**src/rtl/sx_pkg.sv**
```systemverilog
// Shared constants and types for the serial transceiver.
// Assumes a byte-wide bus and a 16-bit divisor split into two byte lanes.
package sx_pkg;
    localparam int ADDR_W   = 3;
    localparam int DIV_W    = 16;
    localparam int DIV_LANES = DIV_W / 8;

    localparam logic [ADDR_W-1:0] A_DIV_LO = 3'd0;
    localparam logic [ADDR_W-1:0] A_FRAME  = 3'd2;
    localparam logic [ADDR_W-1:0] A_DATA   = 3'd3;
    localparam logic [ADDR_W-1:0] A_ENABLE = 3'd4;

    typedef enum logic [1:0] {
        RX_IDLE,
        RX_START,
        RX_BITS,
        RX_STOP
    } rx_state_t;
endpackage

```
**src/rtl/sx_regs.sv**
```systemverilog
// Configuration registers: divisor byte lanes, frame control and enable.
// Assumes divisor lanes sit at consecutive addresses from A_DIV_LO.
module sx_regs
    import sx_pkg::*;
(
    input  logic                 clk,
    input  logic                 rst_n,
    input  logic                 wr_en,
    input  logic [ADDR_W-1:0]    addr,
    input  logic [7:0]           wdata,
    output logic [DIV_W-1:0]     div_q,
    output logic                 frame11,
    output logic                 tx_nine,
    output logic                 en
);
    // One byte lane per divisor byte
    for (genvar b = 0; b < DIV_LANES; b++) begin : g_lane
        localparam logic [ADDR_W-1:0] LANE_ADDR = A_DIV_LO + ADDR_W'(b);
        // Capture this divisor byte on a write to its address
        always_ff @(posedge clk) begin
            if (!rst_n)
                div_q[8*b +: 8] <= '0;
            else if (wr_en && addr == LANE_ADDR)
                div_q[8*b +: 8] <= wdata;
        end
    end

    // Frame length select, transmit ninth bit and master enable
    always_ff @(posedge clk) begin
        if (!rst_n) begin
            frame11 <= 1'b0;
            tx_nine <= 1'b0;
            en      <= 1'b0;
        end else if (wr_en) begin
            if (addr == A_FRAME) begin
                frame11 <= wdata[5];
                tx_nine <= wdata[0];
            end
            if (addr == A_ENABLE)
                en <= wdata[0];
        end
    end
endmodule

```
**src/rtl/sx_tx.sv**
```systemverilog
// Transmitter: serialises start, data (LSB first), optional ninth bit, stop.
// Assumes period >= 1; a start request is taken only when enabled and idle.
module sx_tx #(
    parameter int CNT_W = 18
) (
    input  logic             clk,
    input  logic             rst_n,
    input  logic             en,
    input  logic [CNT_W-1:0] period,
    input  logic             start_req,
    input  logic [7:0]       data,
    input  logic             nine,
    input  logic             frame11,
    output logic             tx,
    output logic             busy,
    output logic             done
);
    logic [CNT_W-1:0] cnt;
    logic [9:0]       shreg;
    logic [3:0]       left;

    // Bit timing, shifting and completion flag
    always_ff @(posedge clk) begin
        if (!rst_n) begin
            tx    <= 1'b1;
            busy  <= 1'b0;
            done  <= 1'b0;
            cnt   <= '0;
            shreg <= '0;
            left  <= '0;
        end else if (!en) begin
            tx   <= 1'b1;
            busy <= 1'b0;
            cnt  <= '0;
            left <= '0;
        end else if (start_req && !busy) begin
            busy  <= 1'b1;
            tx    <= 1'b0;
            done  <= 1'b0;
            cnt   <= period - 1'b1;
            shreg <= frame11 ? {1'b1, nine, data} : {2'b11, data};
            left  <= frame11 ? 4'd10 : 4'd9;
        end else if (busy) begin
            if (cnt != '0) begin
                cnt <= cnt - 1'b1;
            end else if (left == 4'd0) begin
                busy <= 1'b0;
                done <= 1'b1;
            end else begin
                tx    <= shreg[0];
                shreg <= {1'b1, shreg[9:1]};
                left  <= left - 1'b1;
                cnt   <= period - 1'b1;
            end
        end
    end
endmodule

```
**src/rtl/sx_rx.sv**
```systemverilog
// Receiver: synchronises the line, finds the start edge, samples mid-bit.
// Assumes half = period/2; sync delay cancels against the edge detect delay.
module sx_rx
    import sx_pkg::*;
#(
    parameter int CNT_W = 18
) (
    input  logic             clk,
    input  logic             rst_n,
    input  logic             en,
    input  logic [CNT_W-1:0] period,
    input  logic [CNT_W-1:0] half,
    input  logic             frame11,
    input  logic             rx,
    input  logic             rd_clr,
    output logic [7:0]       data,
    output logic             nine,
    output logic             done,
    output logic             err,
    output logic             busy
);
    logic [2:0]       sync;
    logic [CNT_W-1:0] cnt;
    logic [8:0]       shreg;
    logic [3:0]       idx;
    rx_state_t        state;
    logic             line;
    logic             fall;
    logic [3:0]       last_idx;

    assign line     = sync[1];
    assign fall     = sync[2] & ~sync[1];
    assign last_idx = frame11 ? 4'd8 : 4'd7;
    assign busy     = (state != RX_IDLE);

    // Two-stage synchroniser plus one delayed copy for edge detection
    always_ff @(posedge clk) begin
        if (!rst_n)
            sync <= 3'b111;
        else
            sync <= {sync[1:0], rx};
    end

    // Frame state machine, sampling and result flags
    always_ff @(posedge clk) begin
        if (!rst_n) begin
            state <= RX_IDLE;
            cnt   <= '0;
            shreg <= '0;
            idx   <= '0;
            data  <= '0;
            nine  <= 1'b0;
            done  <= 1'b0;
            err   <= 1'b0;
        end else begin
            if (rd_clr) begin
                done <= 1'b0;
                err  <= 1'b0;
            end
            if (!en) begin
                state <= RX_IDLE;
            end else begin
                case (state)
                    RX_IDLE: if (fall) begin
                        state <= RX_START;
                        cnt   <= half - 1'b1;
                    end
                    RX_START: if (cnt != '0) begin
                        cnt <= cnt - 1'b1;
                    end else if (!line) begin
                        state <= RX_BITS;
                        cnt   <= period - 1'b1;
                        idx   <= '0;
                    end else begin
                        state <= RX_IDLE;
                    end
                    RX_BITS: if (cnt != '0) begin
                        cnt <= cnt - 1'b1;
                    end else begin
                        shreg <= {line, shreg[8:1]};
                        cnt   <= period - 1'b1;
                        idx   <= idx + 1'b1;
                        if (idx == last_idx)
                            state <= RX_STOP;
                    end
                    RX_STOP: if (cnt != '0) begin
                        cnt <= cnt - 1'b1;
                    end else begin
                        data  <= frame11 ? shreg[7:0] : shreg[8:1];
                        nine  <= frame11 ? shreg[8] : 1'b0;
                        err   <= ~line;
                        done  <= 1'b1;
                        state <= RX_IDLE;
                    end
                    default: state <= RX_IDLE;
                endcase
            end
        end
    end
endmodule

```
**src/rtl/ser_xcvr.sv**
```systemverilog
// Top level: register decode, divisor arithmetic, transmitter and receiver.
// Assumes reads are combinational; a read strobe at the data address clears
// the receive flags.
module ser_xcvr
    import sx_pkg::*;
(
    input  logic              clk,
    input  logic              rst_n,
    input  logic              wr_en,
    input  logic              rd_en,
    input  logic [ADDR_W-1:0] addr,
    input  logic [7:0]        wdata,
    output logic [7:0]        rdata,
    output logic              tx,
    input  logic              rx
);
    localparam int CNT_W = DIV_W + 2;

    logic [DIV_W-1:0] div_q;
    logic             frame11, tx_nine, en_q;
    logic [CNT_W-1:0] half_w, period_w;
    logic             tx_busy, tx_done;
    logic [7:0]       rx_data;
    logic             rx_nine, rx_done, rx_err, rx_busy;
    logic [7:0]       stat_w;

    assign half_w   = {2'b00, div_q} + CNT_W'(2);
    assign period_w = {half_w[CNT_W-2:0], 1'b0};
    assign stat_w   = {rx_done, tx_done, rx_busy, 3'b000, rx_err, rx_nine};

    sx_regs u_regs (
        .clk     (clk),
        .rst_n   (rst_n),
        .wr_en   (wr_en),
        .addr    (addr),
        .wdata   (wdata),
        .div_q   (div_q),
        .frame11 (frame11),
        .tx_nine (tx_nine),
        .en      (en_q)
    );

    sx_tx #(.CNT_W(CNT_W)) u_tx (
        .clk       (clk),
        .rst_n     (rst_n),
        .en        (en_q),
        .period    (period_w),
        .start_req (wr_en && addr == A_DATA),
        .data      (wdata),
        .nine      (tx_nine),
        .frame11   (frame11),
        .tx        (tx),
        .busy      (tx_busy),
        .done      (tx_done)
    );

    sx_rx #(.CNT_W(CNT_W)) u_rx (
        .clk     (clk),
        .rst_n   (rst_n),
        .en      (en_q),
        .period  (period_w),
        .half    (half_w),
        .frame11 (frame11),
        .rx      (rx),
        .rd_clr  (rd_en && addr == A_DATA),
        .data    (rx_data),
        .nine    (rx_nine),
        .done    (rx_done),
        .err     (rx_err),
        .busy    (rx_busy)
    );

    // Read multiplexer
    always_comb begin
        case (addr)
            A_FRAME: rdata = stat_w;
            A_DATA:  rdata = rx_data;
            default: rdata = 8'h00;
        endcase
    end
endmodule

```
**config.mk**
```make
export PLATFORM = sky130hd
export DESIGN_NAME = ser_xcvr
export DESIGN_NICKNAME = d
export VERILOG_FILES = /design/src/rtl/sx_pkg.sv /design/src/rtl/sx_regs.sv /design/src/rtl/sx_tx.sv /design/src/rtl/sx_rx.sv /design/src/rtl/ser_xcvr.sv
export SDC_FILE = /design/constraint.sdc
export NUM_CORES = 1
export LEC_CHECK = 0
export ABC_AREA = 1
export BUFFER_PORTS_ARGS = -buffer_cell sky130_fd_sc_hd__buf_2
export CAP_MARGIN = 25
export CORE_ASPECT_RATIO = 0.7
export CORE_MARGIN = 2
export CORE_UTILIZATION = 40
export DETAILED_ROUTE_END_ITERATION = 8
export GPL_TIMING_DRIVEN = 0
export REMOVE_ABC_BUFFERS = 1
export SLEW_MARGIN = 10
export SYNTH_ARGS = -nofsm -noshare
export SYNTH_HDL_FRONTEND = slang
export SYNTH_SLANG_ARGS = --single-unit
```
**constraint.sdc**
```tcl
create_clock -name clk -period 2.38 [get_ports clk]
set_input_delay 0.238 -clock clk [delete_from_list [all_inputs] [get_ports clk]]
set_output_delay 0.238 -clock clk [all_outputs]
set_load 0.005 [all_outputs]
```
==> results.sh, run 1 <==
export IMPL_maxCapViolCount=0
export IMPL_slowest_delay_ns=0.53
export IMPL_path_clk_slew_ns=0.08
export IMPL_numCtsBuffers=9
export IMPL_layout_drive_gt1_share=0.141
export IMPL_start_util=0.408
export IMPL_grt_overflow=0
export IMPL_grt_pass1_vias=5121
export IMPL_synth_area_leaders="dfxtp_1, nand2_1, o21ai_0"
export IMPL_power_switching_uw=1010
export IMPL_skew_ns=0.0165
export IMPL_grt_max_degree=57
export IMPL_fin_area_mm2=0.00708
export IMPL_post_dp_cell_area_mm2=0.00653
export IMPL_crit_buf_inv=2
export IMPL_finalCritPeriodShare=0.962
export IMPL_dp_slack_ns=-0.478
export IMPL_synth_top_area_frac=0.321
export IMPL_synth_edff_count=0
export IMPL_setup_ws_ns=0.0906
export IMPL_dp_hpwl_um=12100
export IMPL_num_rows=38
export IMPL_switching_share=0.283
export IMPL_leakagePower_uw=0.00295
export IMPL_ys_ff_latch=101
export IMPL_drc=0
export IMPL_hold_class="primary input to register"
export IMPL_synthArstFlopShare=0
export IMPL_total_power_uw=3560
export IMPL_cts_tree="yes"
export IMPL_syn_area_mm2=0.00630
export IMPL_min_period_ns=2.29
export IMPL_yosysTopAreaCell="dfxtp_1"
export IMPL_powerDensity_mw_per_mm2=503
export IMPL_crit_type="register to register"
export IMPL_synthFlopType="dfxtp_1"
export IMPL_path_max_fanout=11
export IMPL_critPathTopFamily="simple AND/OR/NAND/NOR gates"
export IMPL_port_buffers=24
export IMPL_place_congestion=0.828
export IMPL_finalHoldViolations=0
export IMPL_cpMostUsedCell="nand2_1"
export IMPL_start_kind="register"
export IMPL_yosys_warnings=0
export IMPL_synth_commonest_cells="nand2_1, inv_1, dfxtp_1"
export IMPL_cts_htree_levels=3
export IMPL_postLayoutCoreUtil=0.458
export IMPL_avgRoutedWirePerCell_um=14.3
export IMPL_setup_viol=0
export IMPL_clock_fmax_mhz=437
export IMPL_crit_slowest_cell="clkinv_1"
export IMPL_pwr_share_clk=0.427
export IMPL_nFillCells=1610
export IMPL_wl_um=16700
export IMPL_max_vdd_ir_drop_uv=313
export IMPL_die_area_mm2=0.0168
export IMPL_finalMaxSlewViolations=0
export IMPL_status="complete, no violations"
export IMPL_cp_required_ns=2.62
export IMPL_via_per_inst=5.12
export IMPL_grt_pass1_wl_um=26600
export IMPL_core_mm2=0.0155
export IMPL_clock_latency_ns=0.36
export IMPL_gr_usage_all_layers=0.198
export IMPL_tightestPinTransition_ns=0.822
export IMPL_clock_root_buffer="clkbuf_16"
export IMPL_p_comb_frac=0.088
export IMPL_clockBufferDepth=2
export IMPL_num_io_pins=25
export IMPL_area_growth_synth_to_final_pct=12.3
export IMPL_worstPathCellList="nand2_1 > clkinv_1 > nand2_1 > inv_1 > nand2_1 > o21ai_0"
export IMPL_avgSynthCellArea_um2=6.69
export IMPL_vias=5986
export IMPL_ant_nets=0
export IMPL_die_h_um=109
export IMPL_relSlewSlack=0.448
export IMPL_intPower_uw=2550
export IMPL_firstDrtPassIters=5
export IMPL_yosysMostFrequentCell="nand2_1"
export IMPL_seqPwrFrac=0.484
export IMPL_netlist_cell_type_count=47
export IMPL_cp_arrival_ns=2.53
export IMPL_cts_sinks=101
export IMPL_drt_iter0_drc=419
export IMPL_rsz0062_at_grt="no"
export IMPL_crit_path_end_kind="register"
export IMPL_die_width_um=154
export IMPL_antenna_found_initial=0
export IMPL_nNetsFinal=991
export IMPL_synth_seq_area_share=0.321
export IMPL_diodes=0
export IMPL_postSynthCellCount=942
export IMPL_holdBufCountCts=0
routing by layer:
metal / up-vias / GRT usage / part of all wire
met5: - / 0 / 0
met3: 13 / 0.0405 / 0.063
met1: 2673 / 0.312 / 0.55
met4: 0 / 0.0347 / 0.0081
li1: 3152 / - / -
met2: 148 / 0.277 / 0.38
final timing paths:
kind / from / to / slack (ns) / cells after the start
worst min register to register: u_rx.sync[0] / u_rx.sync[1] / 0.43 / 1
worst max-delay path: u_regs.en / u_tx.cnt[1] / 0.09 / 6
worst min-delay path: rx / u_rx.sync[0] / 0.06 / 2
worst max register to register: u_regs.en / u_tx.cnt[1] / 0.09 / 6
cell families (layout without fill, tap and decap cells):
kind of cell    after synthesis  in the layout  synth area share
compound gates              214            214             0.192
fa+ha+maj                    11             11            0.0218
flops                       101            101             0.321
buf+inv                     148            174            0.0955
xor+xnor                     38             38            0.0528
simple gates                430            431             0.317
power groups by stage:
stage,registers [µW],logic (µW),clock network (µW)
5_1_grt,1730,350,1620
3_5_place_dp,1760,283,0
6_report,1720,314,1520
4_1_cts,1720,289,1560
2_1_floorplan,1760,191,0
3_3_place_gp,1760,282,0
state kept, by name (all words and copies together), names as in the netlist, named ones only:
name,flops
u_rx.shreg,9
u_regs.tx_nine,1
u_tx.tx,1
u_rx.err,1
u_tx.left,4
u_rx.done,1
u_tx.done,1
u_tx.busy,1
u_regs.frame11,1
u_rx.cnt,18
u_tx.shreg,10
u_rx.state,1
u_regs.div_q,16
u_regs.en,1
u_rx.data,8
u_rx.idx,4
u_rx.nine,1
u_tx.cnt,18
u_rx.sync,3
cells in the final DEF, fill, tap and decap left out, types with 8 or more instances in the layout:
cell type / count
nand2_1: 212
o21ai_0: 79
buf_2: 23
nand4_1: 13
a21oi_1: 69
xor2_1: 29
dfxtp_1: 99
buf_4: 13
a31oi_1: 9
clkbuf_16: 9
nor2_1: 80
inv_2: 10
nand2_2: 11
o211ai_1: 12
ha_1: 8
nor2_4: 8
o21ai_1: 17
nor2_2: 12
nor3_1: 9
nand3_1: 58
inv_1: 103
stage by stage:
| step | cells | setup TNS [ns] | hold WS (ns) |
|---|---|---|---|
| finish | 1169 | 0 | 0.0583 |
| global route | 1169 | 0 | 0.0574 |
| CTS | 1155 | 0 | 0.0515 |
| detailed placement | 1138 | -13.52 | 0.405 |
| global placement | 1138 | -13.48 | 0.411 |
| floorplan | 914 | 0 | 0.322 |
area by class of cell:
type	count	area, µm²	area share
well taps	200	250	0.0353
clock buffers	9	225	0.0318
inverters	120	468	0.0661
clock inverters	7	76.3	0.0108
multi-input cells	694	3790	0.536
repair buffers	38	240	0.0339
flip-flops and latches	101	2030	0.287
what timing repair did:
item                       4_1_cts  5_1_grt
setup endpoints to repair       34       65
pin swaps                        2        7
cloned                           0        1
setup buffers                    1       13
resized for setup                6       26
(Power assumes the default switching activity.)
==> inputs of run 2 (changes only) <==
clock period = 2 ns   (was 2.38 ns; I/O delays follow)
==> run 2 against run 1 <==
Effect of this change:
- core utilization increased by 4.2 points
- the flow now finishes with violations (setup timing)
- cell count increased by 2.8%
- clock-buffer cell count unchanged
- routed wire length increased by 9.5%
- largest power group unchanged
- combinational power is 39% higher
- die area unchanged
==> results.sh, run 2 (synthesized netlist as in run 1, its figures left out) <==
export IMPL_slowest_delay_ns=0.40
export IMPL_final_cell_mix="nand2_1, inv_1, dfxtp_1"
export IMPL_nNetsFinal=1024
export IMPL_cp_arrival_ns=2.35
export IMPL_setup_viol=23
export IMPL_die_area_mm2=0.0168
export IMPL_gr_usage_all_layers=0.214
export IMPL_skew_ns=0.0178
export IMPL_switching_share=0.287
export IMPL_fin_hold_ws_ns=0.0192
export IMPL_finalHoldViolations=0
export IMPL_relSlewSlack=0.362
export IMPL_grt_pass1_vias=5468
export IMPL_num_io_pins=25
export IMPL_leakagePower_uw=0.00320
export IMPL_core_mm2=0.0155
export IMPL_layout_drive_gt1_share=0.244
export IMPL_crit_type="register to register"
export IMPL_crit_slowest_cell="dfxtp_4"
export IMPL_cts_sinks=101
export IMPL_ant_nets=0
export IMPL_drc=0
export IMPL_tightestPinTransition_ns=0.957
export IMPL_crit_path_end_kind="register"
export IMPL_clockBufferDepth=2
export IMPL_max_vdd_ir_drop_uv=374
export IMPL_via_per_inst=5.31
export IMPL_cts_tree="yes"
export IMPL_start_util=0.408
export IMPL_intPower_uw=3070
export IMPL_wl_um=18300
export IMPL_num_rows=38
export IMPL_status="finished, violations left"
export IMPL_violations="setup timing"
export IMPL_firstDrtPassIters=5
export IMPL_grt_overflow=0
export IMPL_maxCapViolCount=0
export IMPL_cts_htree_levels=3
export IMPL_grt_max_degree=57
export IMPL_clock_root_buffer="clkbuf_16"
export IMPL_final_cells=1202
export IMPL_reg_top3="u_rx.cnt (18), u_tx.cnt (18), u_regs.div_q (16)"
export IMPL_path_clk_slew_ns=0.08
export IMPL_worstPathCellList="ha_4 > nand2_4 > nor2_4 > nand2_2 > nand2_2 > nand2_2 > nor2_4 > inv_1 > nor2_1 > nand2_1 > xor2_2 > buf_4 > nand2_1 > nand2_1 > a21oi_1 > nor2_1"
export IMPL_port_buffers=24
export IMPL_final_common_cell="nand2_1"
export IMPL_start_kind="register"
export IMPL_dp_hpwl_um=12100
export IMPL_die_width_um=154
export IMPL_hold_class="primary input to register"
export IMPL_avgRoutedWirePerCell_um=15.2
export IMPL_finalCritPeriodShare=1.05
export IMPL_path_max_fanout=6
export IMPL_vias=6378
export IMPL_seqPwrFrac=0.477
export IMPL_min_period_ns=2.09
export IMPL_antenna_found_initial=0
export IMPL_setup_ws_ns=-0.0907
export IMPL_diodes=0
export IMPL_clock_fmax_mhz=478
export IMPL_grt_pass1_wl_um=28600
export IMPL_p_comb_frac=0.102
export IMPL_area_growth_synth_to_final_pct=22.7
export IMPL_powerDensity_mw_per_mm2=556
export IMPL_clock_latency_ns=0.37
export IMPL_drt_iter0_drc=496
export IMPL_rsz0062_at_grt="yes"
export IMPL_nFillCells=1516
export IMPL_die_h_um=109
export IMPL_place_congestion=0.828
export IMPL_finalMaxSlewViolations=0
export IMPL_dp_cells=1138
export IMPL_pwr_share_clk=0.421
export IMPL_numCtsBuffers=9
export IMPL_regArea_mm2=0.00206
export IMPL_power_switching_uw=1230
export IMPL_cp_required_ns=2.26
export IMPL_multiInputGateArea_mm2=0.00415
-- run 2: cell types whose count changed in the layout (fill, tap and decap cells not counted), sizes merged --
| cell | delta |
|---|---|
| buf | +28 |
| clkbuf | -1 |
| clkinv | -2 |
| clkinvlp | +4 |
| inv | +2 |
| nand3 | +2 |
-- run 2: worst max-delay path, delay by kind of cell (launching register included) --
family,cells,cell delay (ns)
XOR/XNOR,1,0.22
buffers and inverters,2,0.20
adder cells (fa/ha/maj),1,0.19
flip-flops,1,0.40
AND/OR/NAND/NOR,11,0.85
AO/OA/AOI/OAI,1,0.12
-- run 2: per-layer routing --
metal / GRT usage / share of wire / vias to the layer above
met1: 0.330 / 0.51 / 2922
met3: 0.0429 / 0.076 / 14
met5: 0 / 0 / -
met4: 0.0354 / 0.0063 / 0
li1: - / - / 3239
met2: 0.307 / 0.40 / 203
-- run 2: final timing paths --
kind | startpoint | slack, ns | cells after the start | endpoint
worst max-delay path | u_regs.div_q[2] | -0.09 | 16 | u_rx.cnt[11]
worst min-delay path | rx | 0.02 | 2 | u_rx.sync[0]
worst max register to register | u_regs.div_q[2] | -0.09 | 16 | u_rx.cnt[11]
worst min register to register | u_rx.sync[0] | 0.43 | 1 | u_rx.sync[1]
-- run 2: layout make-up --
class | count | share of cell area
flip-flops and latches | 101 | 0.266
repair buffers | 65 | 0.0610
clock buffers | 9 | 0.0291
clock inverters | 7 | 0.00986
inverters | 120 | 0.0619
repair inverters | 4 | 0.00404
well taps | 200 | 0.0323
multi-input cells | 696 | 0.536
-- run 2: stage by stage --
stage          setup slack (ns)  utilization  power, µW  instance area, µm²  setup TNS [ns]
6_report                -0.0907        0.501       4300                7740          -0.778
5_1_grt                  -0.265        0.501       4460                7740           -6.62
4_1_cts                 -0.0313        0.476       4310                7350         -0.0505
3_5_place_dp             -0.858        0.422       2440                6530          -38.13
3_3_place_gp             -0.861        0.422       2430                6530          -38.10
2_1_floorplan           -0.0335            -       2320                6160          -0.163
-- run 2: power groups by stage --
stage / Combinational [µW] / Clock [µW] / Sequential (µW)
6_report: 437 / 1810 / 2050
5_1_grt: 480 / 1930 / 2060
4_1_cts: 402 / 1860 / 2050
3_5_place_dp: 336 / 0 / 2100
3_3_place_gp: 335 / 0 / 2100
2_1_floorplan: 227 / 0 / 2090
-- run 2: what timing repair did --
action                                 4_1_cts  5_1_grt
resized for setup                           76       74
setup endpoints to repair                   73       73
pin swaps                                   24       19
endpoints found under the hold margin        0        0
hold buffers                                 0        0
setup buffers                               27       14
gates cloned                                 5        2
==> inputs of run 3 (changes only) <==
CORE_UTILIZATION = 54   (was 40)
PLACE_DENSITY = 0.74   (was default)
==> run 3 against run 2 <==
Effect of this change:
- the flow still finishes with violations (setup timing)
- critical path depth fell by 1
- combinational power rose by 14%
- clock power fell by 6%
- setup slack got worse by 0.061 ns
- global-route usage rose by 7.6 points
- power fell by 0.92%
- sequential cell count did not move
- via count rose by 4.2%
- sequential power barely moved
- cell count fell by 2.7%
- die area fell by 25%
- sequential share of layout area fell by 0.84 points
- largest cell class unchanged
- largest power group unchanged
==> results.sh, run 3 (synthesized netlist as in run 1, its figures left out) <==
export IMPL_ant_nets=0
export IMPL_min_period_ns=2.15
export IMPL_powerDensity_mw_per_mm2=537
export IMPL_switching_share=0.278
export IMPL_num_rows=32
export IMPL_path_max_fanout=5
export IMPL_rsz0062_at_grt="yes"
export IMPL_cts_tree="yes"
export IMPL_grt_overflow=0
export IMPL_clock_fmax_mhz=465
export IMPL_r2r_slack_ns=-0.15
export IMPL_timing_rr_end="u_tx.cnt[17]"
export IMPL_p_comb_frac=0.116
export IMPL_avgRoutedWirePerCell_um=16.2
export IMPL_power_switching_uw=1190
export IMPL_clock_root_buffer="clkbuf_16"
export IMPL_start_util=0.562
export IMPL_worstPathCellList="ha_4 > nand2_4 > nor2_4 > nand2_2 > nand2_2 > nand2_4 > nor2_4 > buf_6 > nand3_4 > nor2_4 > nand2_2 > nand2_4 > nand3_1 > nand3_1 > a21oi_1"
export IMPL_maxCapViolCount=0
export IMPL_crit_path_end_kind="register"
export IMPL_grt_pass1_wl_um=29300
export IMPL_cp_required_ns=2.22
export IMPL_relSlewSlack=0.467
export IMPL_finalHoldViolations=0
export IMPL_clockBufferDepth=2
export IMPL_wl_um=19000
export IMPL_start_kind="register"
export IMPL_die_area_mm2=0.0126
export IMPL_setup_viol=19
export IMPL_grt_pass1_vias=5781
export IMPL_final_setup_tns_ns=-1.62
export IMPL_final_common_cell="nand2_1"
export IMPL_grt_max_degree=57
export IMPL_cts_sinks=101
export IMPL_die_width_um=133
export IMPL_gr_usage_all_layers=0.290
export IMPL_leakagePower_uw=0.00328
export IMPL_layout_drive_gt1_share=0.274
export IMPL_die_h_um=94.4
export IMPL_drc=0
export IMPL_via_per_inst=5.68
export IMPL_violations="setup timing"
export IMPL_num_io_pins=25
export IMPL_dp_hpwl_um=11800
export IMPL_finalMaxSlewViolations=0
export IMPL_pwr_share_clk=0.402
export IMPL_slowest_delay_ns=0.39
export IMPL_nNetsFinal=1039
export IMPL_drt_iter0_drc=712
export IMPL_place_congestion=0.894
export IMPL_cp_arrival_ns=2.37
export IMPL_path_clk_slew_ns=0.08
export IMPL_area_growth_synth_to_final_pct=26.0
export IMPL_cp_startpoint="u_regs.div_q[1]"
export IMPL_seqPwrFrac=0.482
export IMPL_firstDrtPassIters=5
export IMPL_dp_slack_ns=-0.726
export IMPL_setup_ws_ns=-0.152
export IMPL_antenna_found_initial=0
export IMPL_diodes=0
export IMPL_tightestPinTransition_ns=0.798
export IMPL_worstRegToRegCells=15
export IMPL_port_buffers=24
export IMPL_vias=6649
export IMPL_reg_top3="u_rx.cnt (18), u_tx.cnt (18), u_regs.div_q (16)"
export IMPL_holdBufCountCts=0
export IMPL_final_cell_mix="nand2_1, inv_1, dfxtp_1"
export IMPL_rr_startpoint="u_regs.div_q[1]"
export IMPL_numCtsBuffers=9
export IMPL_max_vdd_ir_drop_uv=436
export IMPL_nFillCells=870
export IMPL_core_mm2=0.0112
export IMPL_cp_endpoint="u_tx.cnt[17]"
export IMPL_crit_type="register to register"
export IMPL_finalCritPeriodShare=1.08
export IMPL_intPower_uw=3080
export IMPL_clock_latency_ns=0.35
export IMPL_status="finished, violations left"
export IMPL_cts_htree_levels=3
export IMPL_hold_class="primary input to register"
export IMPL_crit_slowest_cell="dfxtp_4"
export IMPL_skew_ns=0.00849
==> run 3: cell count changes in the layout (fill, tap and decap cells not counted), moves of 4 or more <==
cell and change:
o21ai_1 -6, nor2_1 -7, nand2_1 -4, buf_4 +18
a21oi_1 -6, o21ai_0 +4, a21oi_2 +6, nor2_4 +9
==> run 3: critical path: cells and delay by family, from the launching register on <==
family                     cells  cell delay [ns]
AOI/OAI and AO/OA              1             0.07
adders and majority gates      1             0.20
buffers and inverters          1             0.13
DFF                            1             0.39
and+or+nand+nor               12             1.22
==> run 3: area by class of cell <==
class                      count  area, µm²  share of cell area
clock buffer                  10        229              0.0288
inverter                     120        494              0.0622
tap                          153        191              0.0241
multi-input combinational    695       4320               0.544
sequential                   101       2050               0.257
clock inverter                 6       53.8             0.00677
timing repair buffer          81        587              0.0739
timing repair inverter         4       25.0             0.00315
==> run 3: power by group through the flow <==
| stage | Sequential (µW) | Clock [µW] | Combinational, µW |
|---|---|---|---|
| global placement | 2100 | 0 | 332 |
| finish | 2060 | 1710 | 496 |
| global route | 2060 | 1820 | 535 |
| CTS | 2050 | 1730 | 408 |
| detailed placement | 2100 | 0 | 334 |
| floorplan | 2090 | 0 | 227 |
==> run 3: repair_timing <==
| action | in CTS | in global routing |
|---|---|---|
| resized for setup | 99 | 84 |
| pin swaps | 32 | 34 |
| buffers inserted | 27 | 30 |
| cloned | 5 | 1 |
| setup endpoints to repair | 75 | 77 |
==> run 3: how the worst min path moves through the flow <==
stage	from	depth (start not counted)	slack, ns	end
global route	rx	2	0.03	u_rx.sync[0]
finish	rx	2	0.03	u_rx.sync[0]
global placement	rx	2	0.39	u_rx.sync[0]
detailed placement	rx	2	0.39	u_rx.sync[0]
floorplan	rst_n	1	0.28	u_rx.sync[2]
CTS	rx	2	0.02	u_rx.sync[0]
==> run 3: routing by layer <==
| layer | GRT usage | routed length [µm] | vias to the layer above |
|---|---|---|---|
| met1 | 0.437 | 9040 | 3130 |
| met5 | 0 | 0 | - |
| met4 | 0.0585 | 220 | 0 |
| met3 | 0.0558 | 1350 | 25 |
| li1 | - | - | 3238 |
| met2 | 0.432 | 8340 | 256 |
==> run 3: per-stage QoR <==
stage / total power, µW / hold WS (ns) / utilization / cell area [µm²] / instances
global route: 4410 / 0.0314 / 0.709 / 7950 / 1170
CTS: 4190 / 0.0247 / 0.660 / 7400 / 1139
global placement: 2430 / 0.387 / 0.577 / 6470 / 1091
floorplan: 2320 / 0.284 / - / 6160 / 914
detailed placement: 2430 / 0.389 / 0.577 / 6470 / 1091
finish: 4260 / 0.0280 / 0.709 / 7950 / 1170
